===== src/rtl/clkgen_pwrdn_pkg.sv =====
package clkgen_pwrdn_pkg;

   typedef enum logic [1:0] {
      ST_RUN     = 2'd0,
      ST_PARK    = 2'd1,
      ST_OSC_OFF = 2'd2,
      ST_WAKE    = 2'd3
   } pd_state_e;

   typedef struct packed {
      logic xtal;
      logic vco;
      logic cpu;
      logic pci;
      logic free;
      logic refc;
   } pd_enables_t;

   // Enable pattern for a given state; stop requests matter only in RUN.
   function automatic pd_enables_t pd_decode(pd_state_e st, logic cpu_go, logic pci_go);
      pd_enables_t e;
      e = '0;
      case (st)
         ST_RUN: begin
            e.xtal = 1'b1;
            e.vco  = 1'b1;
            e.cpu  = cpu_go;
            e.pci  = pci_go;
            e.free = 1'b1;
            e.refc = 1'b1;
         end
         ST_PARK, ST_WAKE: begin
            e.xtal = 1'b1;
            e.vco  = 1'b1;
         end
         default: e = '0;
      endcase
      return e;
   endfunction

endpackage


===== src/rtl/pwrdn_sync.sv =====
module pwrdn_sync #(
   parameter int         WIDTH   = 1,
   parameter int         STAGES  = 2,
   parameter logic [0:0] RST_VAL = 1'b1
) (
   input  logic             clk,
   input  logic             rst_n,
   input  logic [WIDTH-1:0] d,
   output logic [WIDTH-1:0] q
);

   localparam logic [WIDTH-1:0] RST_VEC = {WIDTH{RST_VAL}};

   logic [WIDTH-1:0] chain [STAGES];

   generate
      if (STAGES < 2) begin : g_bad_stages
         $error("pwrdn_sync: STAGES must be at least 2");
      end
      for (genvar k = 0; k < STAGES; k++) begin : g_stage
         if (k == 0) begin : g_first
            always_ff @(posedge clk or negedge rst_n) begin
               if (!rst_n) chain[0] <= RST_VEC;
               else        chain[0] <= d;
            end
         end else begin : g_next
            always_ff @(posedge clk or negedge rst_n) begin
               if (!rst_n) chain[k] <= RST_VEC;
               else        chain[k] <= chain[k-1];
            end
         end
      end
   endgenerate

   assign q = chain[STAGES-1];

endmodule


===== src/rtl/pwrdn_timer.sv =====
module pwrdn_timer #(
   parameter int             CNT_W   = 8,
   parameter logic [CNT_W-1:0] RST_VAL = '0
) (
   input  logic             clk,
   input  logic             rst_n,
   input  logic             load,
   input  logic [CNT_W-1:0] load_val,
   output logic             expired
);

   logic [CNT_W-1:0] cnt_q;

   always_ff @(posedge clk or negedge rst_n) begin
      if (!rst_n)             cnt_q <= RST_VAL;
      else if (load)          cnt_q <= load_val;
      else if (cnt_q != '0)   cnt_q <= cnt_q - 1'b1;
   end

   assign expired = (cnt_q == '0);

endmodule


===== src/rtl/clkgen_pwrdn_seq.sv =====
module clkgen_pwrdn_seq
   import clkgen_pwrdn_pkg::*;
#(
   parameter int WAKE_CYCLES = 42954,
   parameter int PARK_CYCLES = 2,
   parameter int SYNC_STAGES = 2
) (
   input  logic clk,
   input  logic rst_n,
   input  logic pd_req_n,
   input  logic cpu_stop_n,
   input  logic pci_stop_n,
   output logic xtal_en,
   output logic vco_en,
   output logic cpu_clk_en,
   output logic pci_clk_en,
   output logic free_clk_en,
   output logic ref_clk_en
);

   localparam int MAX_CNT = (WAKE_CYCLES > PARK_CYCLES) ? WAKE_CYCLES : PARK_CYCLES;
   localparam int CNT_W   = $clog2(MAX_CNT + 1);
   localparam logic [CNT_W-1:0] WAKE_LD = CNT_W'(WAKE_CYCLES - 1);
   localparam logic [CNT_W-1:0] PARK_LD = CNT_W'(PARK_CYCLES - 1);

   generate
      if (WAKE_CYCLES < 1) begin : g_bad_wake
         $error("clkgen_pwrdn_seq: WAKE_CYCLES must be at least 1");
      end
      if (PARK_CYCLES < 1) begin : g_bad_park
         $error("clkgen_pwrdn_seq: PARK_CYCLES must be at least 1");
      end
   endgenerate

   // Synchronized requests: [2] power-down, [1] cpu stop, [0] pci stop
   logic [2:0] req_s;

   pwrdn_sync #(
      .WIDTH   (3),
      .STAGES  (SYNC_STAGES),
      .RST_VAL (1'b1)
   ) u_sync (
      .clk   (clk),
      .rst_n (rst_n),
      .d     ({pd_req_n, cpu_stop_n, pci_stop_n}),
      .q     (req_s)
   );

   logic pd_run_s;
   logic cpu_go_s;
   logic pci_go_s;
   assign pd_run_s = req_s[2];
   assign cpu_go_s = req_s[1];
   assign pci_go_s = req_s[0];

   pd_state_e        st_q, st_d;
   logic             tmr_load;
   logic [CNT_W-1:0] tmr_val;
   logic             tmr_done;

   pwrdn_timer #(
      .CNT_W   (CNT_W),
      .RST_VAL (WAKE_LD)
   ) u_timer (
      .clk      (clk),
      .rst_n    (rst_n),
      .load     (tmr_load),
      .load_val (tmr_val),
      .expired  (tmr_done)
   );

   always_comb begin
      st_d     = st_q;
      tmr_load = 1'b0;
      tmr_val  = WAKE_LD;
      case (st_q)
         ST_RUN: begin
            if (!pd_run_s) begin
               st_d     = ST_PARK;
               tmr_load = 1'b1;
               tmr_val  = PARK_LD;
            end
         end
         ST_PARK: begin
            if (tmr_done) st_d = ST_OSC_OFF;
         end
         ST_OSC_OFF: begin
            if (pd_run_s) begin
               st_d     = ST_WAKE;
               tmr_load = 1'b1;
               tmr_val  = WAKE_LD;
            end
         end
         ST_WAKE: begin
            if (!pd_run_s)     st_d = ST_OSC_OFF;
            else if (tmr_done) st_d = ST_RUN;
         end
         default: st_d = ST_WAKE;
      endcase
   end

   pd_enables_t en_q;
   pd_enables_t en_rst;
   assign en_rst = pd_decode(ST_WAKE, 1'b0, 1'b0);

   always_ff @(posedge clk or negedge rst_n) begin
      if (!rst_n) begin
         st_q <= ST_WAKE;
         en_q <= en_rst;
      end else begin
         st_q <= st_d;
         en_q <= pd_decode(st_d, cpu_go_s, pci_go_s);
      end
   end

   assign xtal_en     = en_q.xtal;
   assign vco_en      = en_q.vco;
   assign cpu_clk_en  = en_q.cpu;
   assign pci_clk_en  = en_q.pci;
   assign free_clk_en = en_q.free;
   assign ref_clk_en  = en_q.refc;

endmodule


===== config.mk =====
export PLATFORM = sky130hd
export DESIGN_NAME = clkgen_pwrdn_seq
export DESIGN_NICKNAME = d
export VERILOG_FILES = /design/src/rtl/clkgen_pwrdn_pkg.sv /design/src/rtl/pwrdn_sync.sv /design/src/rtl/pwrdn_timer.sv /design/src/rtl/clkgen_pwrdn_seq.sv
export SDC_FILE = /design/constraint.sdc
export NUM_CORES = 1
export LEC_CHECK = 0
export ABC_CLOCK_PERIOD_IN_PS = 3400
export BUFFER_PORTS_ARGS = -buffer_cell sky130_fd_sc_hd__clkbuf_2
export CAP_MARGIN = 20
export CORE_MARGIN = 5
export CORE_UTILIZATION = 45
export CTS_BUF_LIST = sky130_fd_sc_hd__clkbuf_4
export CTS_CLUSTER_SIZE = 25
export DETAILED_ROUTE_END_ITERATION = 10
export PLACE_DENSITY_LB_ADDON = 0.05
export SYNTH_ARGS = -nofsm -noshare
export SYNTH_HDL_FRONTEND = slang
export SYNTH_SLANG_ARGS = --single-unit

===== constraint.sdc =====
create_clock -name clk -period 3.4 [get_ports clk]
set_input_delay 0.17 -clock clk [delete_from_list [all_inputs] [get_ports clk]]
set_output_delay 0.17 -clock clk [all_outputs]
set_load 0.03 [all_outputs]

==> results.txt <==
The run finished with clean final reports. For this run the aggregate overflow at the end of global routing stands at 0. The via count of the first global-routing pass is 880. The synthesized netlist net count came out at approximately 130. The number of cells produced by synthesis is 124. The worst setup skew after layout came out at between 3 and 4 ps. Clock latency on the worst-skew pair, taken at its later pin, is 330 ps. The die outline area came out at 4170 sq um. The post-cts hold buffer count is 4.

The cell family contributing the most delay on the critical path is simple AND/OR/NAND/NOR gates. The number of buffers and inverters on the critical path is 1. The vertical die dimension is about 65 um.

The average vias per placed instance came out at 5.23. At the pin with the least slew margin, the transition time is between 600 and 700 ps. The number of buffers inserted to repair setup after CTS is 0. The total standard cell area after synthesis is 1340 sq um. The number of primary I/O pins came out at 11. The worst stage delay on the critical path is approximately 440 ps. The most frequent standard cell in the layout excluding fill and tap cells is nor2_1. Including well taps, the total number of placed cells is 160. Dividing the final minimum period by the clock period gives 58.7%. The number of buffers added by the clock tree synthesis step is 3.

The number of core rows is 19. The number of synthesized flops with an enable pin is 0. The ratio of total power to cell area came out at about 520 nW/um^2.

The worst setup path is captured at a register. The pin count of the biggest net entering global routing is 29. The sequential fraction of the synthesis area came out at a little over half.

The first detailed-routing pass ran for 4 iterations. The total of max-cap violations is 0. The slowest stage of the critical path belongs to the cell and4_1. The fraction of final layout cells sized beyond drive strength 1 came out at 29.9%. TritonCTS built the clock tree.

The total clock sinks came out at 28. The floorplan die width is about 65 um. After clock tree synthesis, the repair step resized 0 gates. The sum of internal, switching and leakage power came out at approximately 770 uW. Routability-driven placement finished with a final weighted congestion of slightly above 0.8. For this block, the via count after detailed routing is a little under 900.

Setup repair after global routing left no endpoint under its margin. The residual DRC count came out at 0. Static timing analysis puts the maximum clock frequency at 501 MHz. The area growth from synthesis to layout is 11.0%.

The total leakage power came out at 0.000643 uW. The signal on the critical path passes through inv_1 -> ha_1 -> nor4b_1 -> and4_1 -> nand2_4 -> mux2i_4 -> and3_1. The highest ir drop seen on vdd is around 300 uV. Dividing the synthesized area by the synthesized cell count gives around 11 sq um.

Setup violations remaining at the end of the flow were counted as 0. The time the final worst path needs with I/O delays and setup came out at 1990 ps. The maximum level of the CTS H-tree came out at 1. The number of port buffers is 10. The count of pins over their slew limit came out at 0. The worst reg-to-reg setup slack came out at between 1000 and 1500 ps.

The kind of path behind the tightest hold check is reg2reg. The register clock-pin slew on the reported worst setup and hold paths is around 150 ps. The flip-flop and latch count after synthesis came out at 28. The fraction of registers with async set or reset after synthesis came out at 100%.

The initial detailed-routing violation count is 38. The number of nets with antenna violations after routing is 0. The number of distinct library cells after synthesis came out at 38. The kind of launch point of the worst setup path is a register. In the synthesized netlist the dominant register cell turns out to be dfstp_2. The final hold violation count came out at 0. The maximum fanout along the worst path is 5. Once detailed placement completed, the half-perimeter wirelength came to ~1.6 mm. Counting along the longest clock path gives a buffer depth of 2. The average wire length per cell after detail routing is 13.2 um. The max-slew headroom at the worst pin is between 50% and 60%. The critical path start-end classification is reg2reg.

The signal arrival time at the worst endpoint came out at about 2300 ps. The data required time of the critical path is between 3000 and 4000 ps. Leaving out fill and tap cells, the most frequent cells in the layout are 19 x nor2_1, 18 x dfstp_2, 11 x nand2_1, 10 x dfrtp_1, 10 x clkbuf_2. The first global-routing pass estimated approximately 4 mm of wire.

The setup TNS came out at 0 ps. The total area inside the core boundary comes to 2810 sq um. The number of antenna violations at the first check in global routing was 0. Global routing used 12.2% of the available tracks. The initial utilization of the core area, before any placement, comes to between 40% and 50%. The tree is rooted in a clkbuf_4. After filler insertion, the fill cell instance count of the layout stands at 244. The final layout net count is roughly 150.

The non-filler instance count after layout is between 150 and 200. For this block, the routed nets add up to approximately 2.2 mm of wire. The number of warnings reported in the yosys synthesis log came out at 0. The number of diodes is 0.
cell type report:
class	instances	area [sq um]	share of cell area, %
Clock buffer	3	22.5	1.52
Inverter	4	15.0	1.01
Timing Repair Buffer	14	90.1	6.06
Multi-Input combinational cell	87	567	38.1
Sequential cell	28	723	48.7
Tap cell	31	38.8	2.61
Clock inverter	1	30.0	2.02
final timing paths:
kind,startpoint,endpoint,cells past startpoint
max,u_timer.cnt_q[1],cpu_clk_en,7
min,u_sync.chain[4],u_sync.q[1],0
max reg2reg,u_timer.cnt_q[1],cpu_clk_en,7
min reg2reg,u_sync.chain[4],u_sync.q[1],0
max in group asynchronous,rst_n,free_clk_en,2
min in group asynchronous,rst_n,u_timer.cnt_q[14],2
per-stage QoR:
step,worst slack (ps),hold slack (ps),utilization (%),cell area [sq um]
finish,1410,366,53.0,1490
global placement,1450,236,49.7,1390
CTS,1400,367,53.0,1490
floorplan,1660,-126,-,1340
global route,1230,373,53.0,1490
detailed placement,1440,242,49.7,1390
power by group:
group | total [uW] | internal [uW] | switching, uW
clock | 216 | 119 | 97.0
sequential | 431 | 386 | 44.5
combinational | 126 | 54.5 | 71.4
synthesized netlist by cell type (3+ instances only):
cell / count / area [sq um]
a21oi_1: 3 / 15.0
dfrtp_1: 10 / 250
dfstp_2: 18 / 473
inv_1: 3 / 11.3
nand2_1: 11 / 41.3
nand3_1: 3 / 15.0
nor2_1: 19 / 71.3
nor3_1: 5 / 25.0
o21ai_1: 4 / 20.0
xnor2_1: 8 / 70.1
xor2_1: 7 / 61.3
sequential cells by signal, indices dropped and copies added, names as in the netlist:
signal	cells
cpu_clk_en	1
free_clk_en	1
pci_clk_en	1
st_q	2
u_sync.chain	3
u_sync.q	3
u_timer.cnt_q	16
vco_en	1
kinds of logic after synthesis:
| logic type | synth area share, % |
|---|---|
| simple gates | 22.9 |
| flops | 54.0 |
| xor+xnor | 9.81 |
| compound gates | 6.07 |
| buf+inv | 3.64 |
| fa+ha+maj | 1.87 |
| mux | 1.68 |
routing by layer:
layer	global-route usage, %	share of wire [%]
met5	0	0
met4	3.96	1.2
met3	2.59	2.6
met2	18.0	42
met1	17.9	54
Note: power is estimated with default switching activity, not from simulation.
